<file path="config.mk">
export PLATFORM = sky130hd
export DESIGN_NAME = pcg_ctrl
export DESIGN_NICKNAME = d
export VERILOG_FILES = /design/src/rtl/pcg_pkg.sv /design/src/rtl/pcg_code_match.sv /design/src/rtl/pcg_gate_bank.sv /design/src/rtl/pcg_reset_bank.sv /design/src/rtl/pcg_read_mux.sv /design/src/rtl/pcg_ctrl.sv
export SDC_FILE = /design/constraint.sdc
export NUM_CORES = 1
export LEC_CHECK = 0
export BUFFER_PORTS_ARGS = -buffer_cell sky130_fd_sc_hd__buf_2
export CORE_UTILIZATION = 54
export CTS_CLUSTER_SIZE = 10
export DETAILED_ROUTE_END_ITERATION = 8
export GPL_TIMING_DRIVEN = 0
export PLACE_DENSITY = 0.81
export SETUP_SLACK_MARGIN = 0.1
export SLEW_MARGIN = 30
export SYNTH_ARGS = -nofsm -noshare
export SYNTH_HDL_FRONTEND = slang
export SYNTH_HIERARCHICAL = 1
export SYNTH_SLANG_ARGS = --single-unit
</file>
<file path="constraint.sdc">
create_clock -name clk_i -period 3.6 [get_ports clk_i]
set_input_delay 0.36 -clock clk_i [delete_from_list [all_inputs] [get_ports clk_i]]
set_output_delay 0.36 -clock clk_i [all_outputs]
set_load 0.02 [all_outputs]
</file>
<file path="src/rtl/pcg_pkg.sv">
package pcg_pkg;

    localparam int unsigned NUM_CONS     = 20;
    localparam int unsigned NUM_GRP      = 3;
    localparam int unsigned REG_W        = 16;
    localparam int unsigned ADDR_W       = 3;
    localparam int unsigned GRP_W        = 2;
    localparam int unsigned BIT_W        = $clog2(REG_W);
    localparam int unsigned CODE_GRP_LSB = 8;
    localparam logic [REG_W-1:0] CODE_VOID = '1;

    // Register map: command ports first, then status, then reset registers
    typedef enum logic [ADDR_W-1:0] {
        A_SET, A_CLR, A_ST0, A_ST1, A_ST2, A_RS0, A_RS1, A_RS2
    } addr_e;

    typedef struct packed {
        logic [GRP_W-1:0] grp;
        logic [BIT_W-1:0] sbit;
        logic [BIT_W-1:0] rbit;
        logic             coded;  // reachable by a command code
        logic             hw;     // follows a hardware request
        logic             stat;   // has a status bit
        logic             keep;   // clear command is refused
    } cons_t;

    // flags = {coded, hw, stat, keep}
    function automatic cons_t mk(input int unsigned g, input int unsigned s,
                                 input int unsigned r, input logic [3:0] flags);
        cons_t x;
        x.grp   = GRP_W'(g);
        x.sbit  = BIT_W'(s);
        x.rbit  = BIT_W'(r);
        x.coded = flags[3];
        x.hw    = flags[2];
        x.stat  = flags[1];
        x.keep  = flags[0];
        return x;
    endfunction

    function automatic cons_t cons_info(input int unsigned k);
        case (k)
            0:  return mk(0, 3, 3, 4'b1110);
            1:  return mk(0, 4, 4, 4'b1110);
            2:  return mk(0, 6, 6, 4'b1010);
            3:  return mk(0, 8, 8, 4'b1110);
            4:  return mk(0, 9, 9, 4'b1010);
            5:  return mk(0, 10, 10, 4'b1110);
            6:  return mk(0, 12, 12, 4'b0010);
            7:  return mk(0, 5, 5, 4'b1010);
            8:  return mk(1, 0, 0, 4'b1110);
            9:  return mk(1, 1, 1, 4'b1010);
            10: return mk(1, 2, 2, 4'b1010);
            11: return mk(1, 5, 5, 4'b1010);
            12: return mk(1, 6, 6, 4'b1010);
            13: return mk(2, 0, 0, 4'b1110);
            14: return mk(2, 1, 1, 4'b1011);
            15: return mk(2, 4, 4, 4'b1010);
            16: return mk(2, 6, 5, 4'b1010);
            17: return mk(2, 0, 6, 4'b0000);
            18: return mk(2, 7, 7, 4'b1010);
            19: return mk(2, 8, 8, 4'b1010);
            default: return mk(0, 0, 0, 4'b0000);
        endcase
    endfunction

    function automatic logic [REG_W-1:0] cons_code(input int unsigned k);
        cons_t i;
        logic [REG_W-1:0] c;
        i = cons_info(k);
        c = '0;
        if (!i.coded) return CODE_VOID;
        c[BIT_W-1:0] = i.sbit;
        c[CODE_GRP_LSB +: GRP_W] = i.grp;
        return c;
    endfunction

    function automatic logic [NUM_CONS-1:0] hw_mask();
        logic [NUM_CONS-1:0] m;
        m = '0;
        for (int unsigned k = 0; k < NUM_CONS; k++) m[k] = cons_info(k).hw;
        return m;
    endfunction

    function automatic logic [NUM_CONS-1:0] sw_mask();
        logic [NUM_CONS-1:0] m;
        m = '0;
        for (int unsigned k = 0; k < NUM_CONS; k++)
            m[k] = cons_info(k).coded && !cons_info(k).hw;
        return m;
    endfunction

    function automatic logic [NUM_CONS-1:0] fixed_mask();
        logic [NUM_CONS-1:0] m;
        m = '0;
        for (int unsigned k = 0; k < NUM_CONS; k++)
            m[k] = !cons_info(k).coded && !cons_info(k).hw;
        return m;
    endfunction

    function automatic logic [NUM_CONS-1:0] keep_mask();
        logic [NUM_CONS-1:0] m;
        m = '0;
        for (int unsigned k = 0; k < NUM_CONS; k++) m[k] = cons_info(k).keep;
        return m;
    endfunction

    function automatic logic [NUM_GRP-1:0][REG_W-1:0] rst_masks();
        logic [NUM_GRP-1:0][REG_W-1:0] m;
        cons_t i;
        m = '0;
        for (int unsigned k = 0; k < NUM_CONS; k++) begin
            i = cons_info(k);
            m[i.grp][i.rbit] = 1'b1;
        end
        return m;
    endfunction

endpackage

</file>
<file path="src/rtl/pcg_code_match.sv">
module pcg_code_match
    import pcg_pkg::*;
(
    input  logic [REG_W-1:0]    code_i,
    output logic [NUM_CONS-1:0] match_o
);
    localparam logic [NUM_CONS-1:0] SW_M = sw_mask();

    always_comb begin
        match_o = '0;
        for (int unsigned k = 0; k < NUM_CONS; k++) begin
            match_o[k] = SW_M[k] && (code_i != CODE_VOID) && (code_i == cons_code(k));
        end
    end
endmodule

</file>
<file path="src/rtl/pcg_gate_bank.sv">
module pcg_gate_bank
    import pcg_pkg::*;
(
    input  logic                clk_i,
    input  logic                rst_ni,
    input  logic [NUM_CONS-1:0] set_i,
    input  logic [NUM_CONS-1:0] clr_i,
    input  logic [NUM_CONS-1:0] hw_req_i,
    output logic [NUM_CONS-1:0] gate_o
);
    localparam logic [NUM_CONS-1:0] HW_M    = hw_mask();
    localparam logic [NUM_CONS-1:0] SW_M    = sw_mask();
    localparam logic [NUM_CONS-1:0] FIXED_M = fixed_mask();
    localparam logic [NUM_CONS-1:0] KEEP_M  = keep_mask();

    typedef struct packed {
        logic [NUM_CONS-1:0] gate;
    } gate_st_t;

    gate_st_t s_d, s_q;

    always_comb begin
        s_d = s_q;
        for (int unsigned k = 0; k < NUM_CONS; k++) begin
            if (HW_M[k]) begin
                s_d.gate[k] = hw_req_i[k];
            end else if (FIXED_M[k]) begin
                s_d.gate[k] = 1'b1;
            end else if (set_i[k]) begin
                s_d.gate[k] = 1'b1;
            end else if (clr_i[k] && !KEEP_M[k]) begin
                s_d.gate[k] = 1'b0;
            end
        end
    end

    always_ff @(posedge clk_i or negedge rst_ni) begin
        if (!rst_ni) s_q.gate <= FIXED_M;
        else         s_q <= s_d;
    end

    assign gate_o = s_q.gate;

    // hardware-steered gates track the request one edge later
    p_hw_follow_r3: assert property (@(posedge clk_i) disable iff (!rst_ni)
        rst_ni |=> (s_q.gate & HW_M) == ($past(hw_req_i) & HW_M));

    // a protected gate never drops once on
    p_keep_on_r5: assert property (@(posedge clk_i) disable iff (!rst_ni)
        rst_ni |=> ($past(s_q.gate) & KEEP_M & ~s_q.gate) == '0);

    // without a command hit, software gates hold
    p_quiet_r4: assert property (@(posedge clk_i) disable iff (!rst_ni)
        (set_i == '0 && clr_i == '0) |=> $stable(s_q.gate & SW_M));

    // code-less consumers are always gated on
    p_fixed_on_r6: assert property (@(posedge clk_i) disable iff (!rst_ni)
        (s_q.gate & FIXED_M) == FIXED_M);
endmodule

</file>
<file path="src/rtl/pcg_reset_bank.sv">
module pcg_reset_bank
    import pcg_pkg::*;
(
    input  logic                            clk_i,
    input  logic                            rst_ni,
    input  logic                            wr_i,
    input  logic [GRP_W-1:0]                sel_i,
    input  logic [REG_W-1:0]                data_i,
    output logic [NUM_GRP-1:0][REG_W-1:0]   regs_o,
    output logic [NUM_CONS-1:0]             rst_o
);
    localparam logic [NUM_GRP-1:0][REG_W-1:0] MASKS = rst_masks();

    typedef struct packed {
        logic [NUM_GRP-1:0][REG_W-1:0] regs;
    } rst_st_t;

    rst_st_t s_d, s_q;

    always_comb begin
        s_d = s_q;
        if (wr_i && (32'(sel_i) < NUM_GRP)) begin
            s_d.regs[sel_i] = data_i & MASKS[sel_i];
        end
    end

    always_ff @(posedge clk_i or negedge rst_ni) begin
        if (!rst_ni) s_q.regs <= MASKS;
        else         s_q <= s_d;
    end

    assign regs_o = s_q.regs;

    always_comb begin
        rst_o = '0;
        for (int unsigned k = 0; k < NUM_CONS; k++) begin
            rst_o[k] = s_q.regs[cons_info(k).grp][cons_info(k).rbit];
        end
    end

    // a write lands masked at the next edge
    p_rst_write_r8: assert property (@(posedge clk_i) disable iff (!rst_ni)
        wr_i |=> regs_o[$past(sel_i)] == ($past(data_i) & MASKS[$past(sel_i)]));

    // registers hold without a write
    p_rst_hold_r8: assert property (@(posedge clk_i) disable iff (!rst_ni)
        !wr_i |=> $stable(regs_o));
endmodule

</file>
<file path="src/rtl/pcg_read_mux.sv">
module pcg_read_mux
    import pcg_pkg::*;
(
    input  logic [ADDR_W-1:0]              rd_addr_i,
    input  logic [NUM_CONS-1:0]            gate_i,
    input  logic [NUM_GRP-1:0][REG_W-1:0]  regs_i,
    output logic [REG_W-1:0]               rd_data_o
);
    logic [ADDR_W-1:0] st_off;
    logic [ADDR_W-1:0] rs_off;

    always_comb begin
        st_off    = rd_addr_i - ADDR_W'(A_ST0);
        rs_off    = rd_addr_i - ADDR_W'(A_RS0);
        rd_data_o = '0;
        if (rd_addr_i >= A_ST0 && rd_addr_i <= A_ST2) begin
            for (int unsigned k = 0; k < NUM_CONS; k++) begin
                if (cons_info(k).stat && cons_info(k).grp == st_off[GRP_W-1:0]) begin
                    rd_data_o[cons_info(k).sbit] = gate_i[k];
                end
            end
        end else if (rd_addr_i >= A_RS0) begin
            rd_data_o = regs_i[rs_off[GRP_W-1:0]];
        end
    end
endmodule

</file>
<file path="src/rtl/pcg_ctrl.sv">
module pcg_ctrl
    import pcg_pkg::*;
(
    input  logic                clk_i,
    input  logic                rst_ni,
    input  logic                wr_en_i,
    input  logic [ADDR_W-1:0]   wr_addr_i,
    input  logic [REG_W-1:0]    wr_data_i,
    input  logic [ADDR_W-1:0]   rd_addr_i,
    output logic [REG_W-1:0]    rd_data_o,
    input  logic [NUM_CONS-1:0] hw_req_i,
    output logic [NUM_CONS-1:0] gate_o,
    output logic [NUM_CONS-1:0] rst_o
);
    localparam logic [NUM_CONS-1:0] SW_M = sw_mask();

    logic [NUM_CONS-1:0]            hit;
    logic [NUM_CONS-1:0]            set_vec;
    logic [NUM_CONS-1:0]            clr_vec;
    logic                           rst_wr;
    logic [ADDR_W-1:0]              rst_off;
    logic [NUM_GRP-1:0][REG_W-1:0]  rst_regs;

    pcg_code_match i_match (
        .code_i  (wr_data_i),
        .match_o (hit)
    );

    always_comb begin
        set_vec = (wr_en_i && wr_addr_i == A_SET) ? hit : '0;
        clr_vec = (wr_en_i && wr_addr_i == A_CLR) ? hit : '0;
        rst_wr  = wr_en_i && (wr_addr_i >= A_RS0);
        rst_off = wr_addr_i - ADDR_W'(A_RS0);
    end

    pcg_gate_bank i_gates (
        .clk_i    (clk_i),
        .rst_ni   (rst_ni),
        .set_i    (set_vec),
        .clr_i    (clr_vec),
        .hw_req_i (hw_req_i),
        .gate_o   (gate_o)
    );

    pcg_reset_bank i_resets (
        .clk_i  (clk_i),
        .rst_ni (rst_ni),
        .wr_i   (rst_wr),
        .sel_i  (rst_off[GRP_W-1:0]),
        .data_i (wr_data_i),
        .regs_o (rst_regs),
        .rst_o  (rst_o)
    );

    pcg_read_mux i_rdmux (
        .rd_addr_i (rd_addr_i),
        .gate_i    (gate_o),
        .regs_i    (rst_regs),
        .rd_data_o (rd_data_o)
    );

    // a code selects at most one consumer
    p_single_hit_r1: assert property (@(posedge clk_i) disable iff (!rst_ni)
        $onehot0(set_vec | clr_vec));

    // the void code leaves every software gate untouched
    p_void_code_r4: assert property (@(posedge clk_i) disable iff (!rst_ni)
        (wr_en_i && wr_data_i == CODE_VOID) |=> $stable(gate_o & SW_M));
endmodule

</file>
==> impl_metrics.json, run 1 <==
{
  "run_status": "finished, violations left",
  "r2r_cells": 1,
  "initial_antenna_violation_count": 0,
  "layout-drive-gt1-share_pct": 53.3,
  "drc": 5,
  "relSlewSlack_pct": 55.6,
  "synthesis.instances": 326,
  "wirelength_routed_mm": 8.35,
  "placement_rows": 29,
  "average_cell_area_after_synthesis_um2": 11.4,
  "layout.nets": 479,
  "overflow": 0,
  "htreeDepth": 2,
  "clk_transition_reported_paths_ns": 0.10,
  "worst_ep_required_time_ns": 3.24,
  "first_global_vias": 2659,
  "critical_path.n_buffers_inverters": 7,
  "dp_hpwl_mm": 6.49,
  "fillerInstances": 499,
  "path_cells": "buf_2 > buf_6 > buf_2 > inv_1 > ha_1 > buf_6 > buf_12 > mux2_4 > a22oi_2 > o32ai_1 > buf_2",
  "seq_area_mm2": 0.00138,
  "cp_num_cells": 11,
  "rr_endpoint": "i_resets/regs_o[23]",
  "setup_repair_after_global_routing_missed_its_margin": "false",
  "power-per-cell-area_mw_per_mm2": 432,
  "core-area_mm2": 0.00649,
  "p_leak_uw": 0.00231,
  "max-clock-path-buffers": 2,
  "layout.cells.most_common": "sky130_fd_sc_hd__buf_2",
  "actual_transition_at_the_worst_max_transition_pin_ns": 0.666,
  "place_congestion": 0.833,
  "critical_path.endpoint_type": "output port",
  "fin_crit_sh_pct": 76.9,
  "vias": 2795,
  "clkSinkCount": 54,
  "post-layout-total-power_uw": 1880,
  "crit_start": "rd_addr_i[0]",
  "layout-area-overhead-vs-synth_pct": 17.0,
  "post_synth_instance_area_mm2": 0.00371,
  "timing.final.ws_setup_ns": 0.831,
  "fin_setup_tns_ns": 0,
  "power.sequential.fraction_pct": 44.6,
  "maximum_number_of_pins_on_one_net_before_global_route_repair": 55,
  "slew_viol_final": 0,
  "place_worst_setup_slack_ns": 0.834,
  "number_of_placed_cells_counting_well_taps": 495,
  "critPathMostFrequentCell": "sky130_fd_sc_hd__buf_2",
  "crit_fanout": 10,
  "layout.cells.most_common_list": "sky130_fd_sc_hd__buf_2, sky130_fd_sc_hd__buf_4, sky130_fd_sc_hd__dfrtp_1",
  "place.port_buffers": 80,
  "cts.repair_timing.setup_buffer_count": 0,
  "fmax_mhz": 361,
  "cpLargestDelayFamily": "buffers and inverters",
  "criticalPathCategory": "input pin to output port",
  "initialDrtViolationCount": 227,
  "floorplan.io_pins": 101,
  "max_cap_violations": 0,
  "cellInternalPower_uw": 1270,
  "final_routed_wire_length_divided_by_cell_count_um": 16.6,
  "detail_route.first_pass.iterations": 6,
  "crit_path_max_incr_delay_ns": 0.31,
  "setup_viol_count_final": 0,
  "cp.arrival_ns": 2.41,
  "irDropWorstVdd_v": 0.000194,
  "grt_first_pass_wirelength_mm": 13.3,
  "violations": "design-rule violations",
  "ys_warn_count": 6,
  "critical-path-slowest-cell": "sky130_fd_sc_hd__ha_1",
  "power_frac_clock_pct": 18.0,
  "switching_power_uw": 605,
  "filler_free_cell_count_of_the_finished_design": 503,
  "multi_input_area_mm2": 0.00187,
  "fin_util_pct": 66.9,
  "finalClockSkew_ns": 0,
  "drt.antenna.violating_nets": 0,
  "cts_tree": "yes",
  "clock_tree.root_cell": "sky130_fd_sc_hd__clkbuf_8",
  "timing.reg2reg.setup_slack_ns": 2.81,
  "power.combinational.fraction_pct": 37.4,
  "hold_class": "input pin to asynchronous set/reset pin",
  "post_detailed_route_via_to_cell_ratio": 5.56,
  "die_height_um": 84.9,
  "diodes": 0,
  "startpoint_type": "input pin",
  "cts_hold_buffers": 0,
  "dieWidth_um": 84.9,
  "cts_resized": 0,
  "clk_latency_ns": 0.31,
  "timing.final.crit_period_ns": 2.77,
  "hold_viol": 0,
  "initial_util_pct": 57.2,
  "cts_inserted_buffers": 5,
  "r2r_start": "i_resets/regs_o[23]",
  "fp.dieArea_mm2": 0.00721,
  "groute.usage.overall_pct": 23.8,
  "sw_frac_of_total_pct": 32.2
}
==> layout make-up <==
type | count | share of cell area (%)
Multi-Input combinational cell | 205 | 43.0
Sequential cell | 54 | 31.7
Buffer | 58 | 10.1
Timing Repair Buffer | 80 | 9.27
Tap cell | 77 | 2.22
Inverter | 21 | 1.81
Clock buffer | 6 | 1.67
Clock inverter | 2 | 0.317
==> worst max path at each step <==
stage,slack [ns],to
final,0.83,rd_data_o[6]
after global routing,0.73,rd_data_o[7]
after CTS,0.82,rd_data_o[7]
after detailed placement,0.83,rd_data_o[7]
after global placement,0.85,rd_data_o[6]
after floorplan,1.23,rd_data_o[12]
==> power by group through the flow <==
stage | clock network (µW) | registers, µW | logic, µW
floorplan | 0 | 826 | 529
global placement | 0 | 839 | 684
detailed placement | 0 | 848 | 700
CTS | 351 | 837 | 704
global route | 373 | 851 | 746
finish | 338 | 837 | 701
==> state kept, by name, summed over array words and instances, names as in the netlist <==
register	count
i_resets/regs_o	36
i_gates/gate_o	18
==> layer usage <==
metal  track usage [%]  vias up  share of wire, %
met1              31.8     1399                44
met4              7.40        0               1.2
met2              40.7       70                51
met5                 0        -                 0
met3              3.02        9               3.9
li1                  -     1317                 -
==> through the flow <==
| step | cell area, µm² | hold WS [ns] |
|---|---|---|
| final | 4340 | 0.0659 |
| after global routing | 4340 | 0.130 |
| after CTS | 4340 | 0.0986 |
| after detailed placement | 4260 | 0.442 |
| after global placement | 4260 | 0.468 |
| after floorplan | 3760 | 0.0644 |
(Power assumes the default switching activity.)
==> run 2: changes to the inputs <==
--- a/config.mk
+++ b/config.mk
@@ -6,11 +6,11 @@
 export NUM_CORES = 1
 export LEC_CHECK = 0
 export BUFFER_PORTS_ARGS = -buffer_cell sky130_fd_sc_hd__buf_2
-export CORE_UTILIZATION = 54
+export CORE_UTILIZATION = 49
 export CTS_CLUSTER_SIZE = 10
 export DETAILED_ROUTE_END_ITERATION = 8
 export GPL_TIMING_DRIVEN = 0
-export PLACE_DENSITY = 0.81
+export PLACE_DENSITY = 0.78
 export SETUP_SLACK_MARGIN = 0.1
 export SLEW_MARGIN = 30
 export SYNTH_ARGS = -nofsm -noshare
==> constraint.sdc (replaced) <==
create_clock -name clk_i -period 2.4 [get_ports clk_i]
set_input_delay 0.24 -clock clk_i [delete_from_list [all_inputs] [get_ports clk_i]]
set_output_delay 0.24 -clock clk_i [all_outputs]
set_load 0.02 [all_outputs]
==> run 2 against run 1 <==
Compared with the run above: the run now ends clean; power up 55%; combinational power grew 55%; sequential power rose by 51%; clock power up 68%; largest cell class unchanged.
==> impl_metrics.json, run 2 (synthesized netlist as in run 1, its figures left out) <==
{
  "initial_util_pct": 50.9,
  "power-per-cell-area_mw_per_mm2": 648,
  "final_routed_wire_length_divided_by_cell_count_um": 17.0,
  "floorplan.io_pins": 101,
  "design_area_mm2": 0.00450,
  "critical_path.endpoint_type": "output port",
  "post_detailed_route_via_to_cell_ratio": 5.27,
  "core-area_mm2": 0.00729,
  "layout.nets": 484,
  "min_delay_path_depth": 1,
  "irDropWorstVdd_v": 0.000311,
  "finalClockSkew_ns": 0,
  "max-clock-path-buffers": 2,
  "wirelength_routed_mm": 9.02,
  "layout.cells.most_common": "sky130_fd_sc_hd__buf_2",
  "clk_latency_ns": 0.30,
  "setup_repair_after_global_routing_missed_its_margin": "false",
  "cp.arrival_ns": 1.98,
  "grt_first_pass_wirelength_mm": 14.0,
  "p_leak_uw": 0.00236,
  "fp.dieArea_mm2": 0.00793,
  "die_height_um": 89.1,
  "timing.hold.worst_endpoint": "i_gates/gate_o[1]",
  "layout-drive-gt1-share_pct": 55.0,
  "clk_transition_reported_paths_ns": 0.10,
  "startpoint_type": "input pin",
  "hold_class": "input pin to flop",
  "detail_route.first_pass.iterations": 4,
  "initial_antenna_violation_count": 0,
  "dieWidth_um": 89.1,
  "actual_transition_at_the_worst_max_transition_pin_ns": 0.693,
  "run_status": "finished, final reports clean",
  "cts_tree": "yes",
  "fin_crit_sh_pct": 92.7,
  "criticalPathCategory": "input pin to output port",
  "place.port_buffers": 80,
  "layout.cells.most_common_list": "sky130_fd_sc_hd__buf_2, sky130_fd_sc_hd__buf_4, sky130_fd_sc_hd__dfrtp_1",
  "drt.antenna.violating_nets": 0,
  "diodes": 0,
  "crit_start": "rd_addr_i[0]",
  "fmax_mhz": 450,
  "timing.reg2reg.setup_slack_ns": 1.62,
  "cts_inserted_buffers": 5,
  "fin_util_pct": 61.8,
  "place_congestion": 0.825,
  "hold_viol": 0,
  "layout-area-overhead-vs-synth_pct": 21.3,
  "multi_input_area_mm2": 0.00191,
  "worst_ep_required_time_ns": 2.16,
  "dp_hpwl_mm": 6.86,
  "largest_register_ff_count": 36,
  "timing.final.crit_period_ns": 2.22,
  "placement_rows": 31,
  "r2r_cells": 1,
  "fillerInstances": 642,
  "vias": 2791,
  "timing.final.ws_setup_ns": 0.176,
  "overflow": 0,
  "fin_setup_tns_ns": 0,
  "place_worst_setup_slack_ns": -0.160,
  "crit_fanout": 10,
  "maximum_number_of_pins_on_one_net_before_global_route_repair": 55,
  "min_from": "hw_req_i[1]",
  "groute.usage.overall_pct": 23.4,
  "initialDrtViolationCount": 107,
  "htreeDepth": 2,
  "slew_viol_final": 0,
  "r2r_start": "i_resets/regs_o[23]",
  "clock_tree.root_cell": "sky130_fd_sc_hd__clkbuf_8",
  "rr_endpoint": "i_resets/regs_o[23]",
  "setup_viol_count_final": 0,
  "first_global_vias": 2816,
  "seq_area_mm2": 0.00138,
  "clkSinkCount": 54,
  "dpl-instance-area_mm2": 0.00429,
  "relSlewSlack_pct": 53.8,
  "post-layout-total-power_uw": 2920,
  "max_cap_violations": 0,
  "drc": 0
}
==> run 2: report_power, final <==
part	switching, µW	internal, µW
Clock	303	265
Sequential	121	1140
Combinational	504	585
Total	928	1990
==> run 2: worst max-delay path by stage <==
stage	endpoint	slack (ns)	cells after the start
6_report	rd_data_o[4]	0.18	11
5_1_grt	rd_data_o[6]	0.10	12
4_1_cts	rd_data_o[7]	0.13	11
3_5_place_dp	rd_data_o[1]	-0.16	12
3_3_place_gp	rd_data_o[7]	-0.12	11
2_1_floorplan	rd_data_o[12]	0.27	9
==> run 2: area by class of cell <==
cell class	instances	area share, %
multi-input combinational	205	42.4
sequential	54	30.6
buffer	58	10.2
timing repair buffer	85	10.0
tap	99	2.75
clock buffer	7	2.14
inverter	21	1.75
clock inverter	1	0.194
==> run 2: critical path, cell delays in order <==
cell,delay (ns)
sky130_fd_sc_hd__buf_2,0.12
sky130_fd_sc_hd__buf_12,0.13
sky130_fd_sc_hd__buf_12,0.13
sky130_fd_sc_hd__inv_1,0.11
sky130_fd_sc_hd__ha_4,0.21
sky130_fd_sc_hd__buf_6,0.13
sky130_fd_sc_hd__buf_12,0.14
sky130_fd_sc_hd__mux2_4,0.30
sky130_fd_sc_hd__a22oi_2,0.17
sky130_fd_sc_hd__o22ai_1,0.12
sky130_fd_sc_hd__buf_4,0.19
==> run 2: stage by stage <==
| stage | std cells | hold WS [ns] |
|---|---|---|
| after detailed placement | 517 | 0.330 |
| after global routing | 530 | 0.0179 |
| final | 530 | 0.0324 |
| after floorplan | 338 | -0.0556 |
| after CTS | 529 | 0.0311 |
| after global placement | 517 | 0.349 |
==> run 2: repair_timing <==
action	4_1_cts	5_1_grt
pin swaps	0	3
gates resized for setup	7	8
buffers inserted	3	1
setup endpoints to repair	12	9
hold buffers	1	0
hold endpoints to repair	16	0
==> run 2: layer usage <==
metal	GRT usage (%)	routed length [µm]
met1	31.3	4020
met2	40.5	4600
met3	3.14	330
met4	5.92	74
met5	0	0
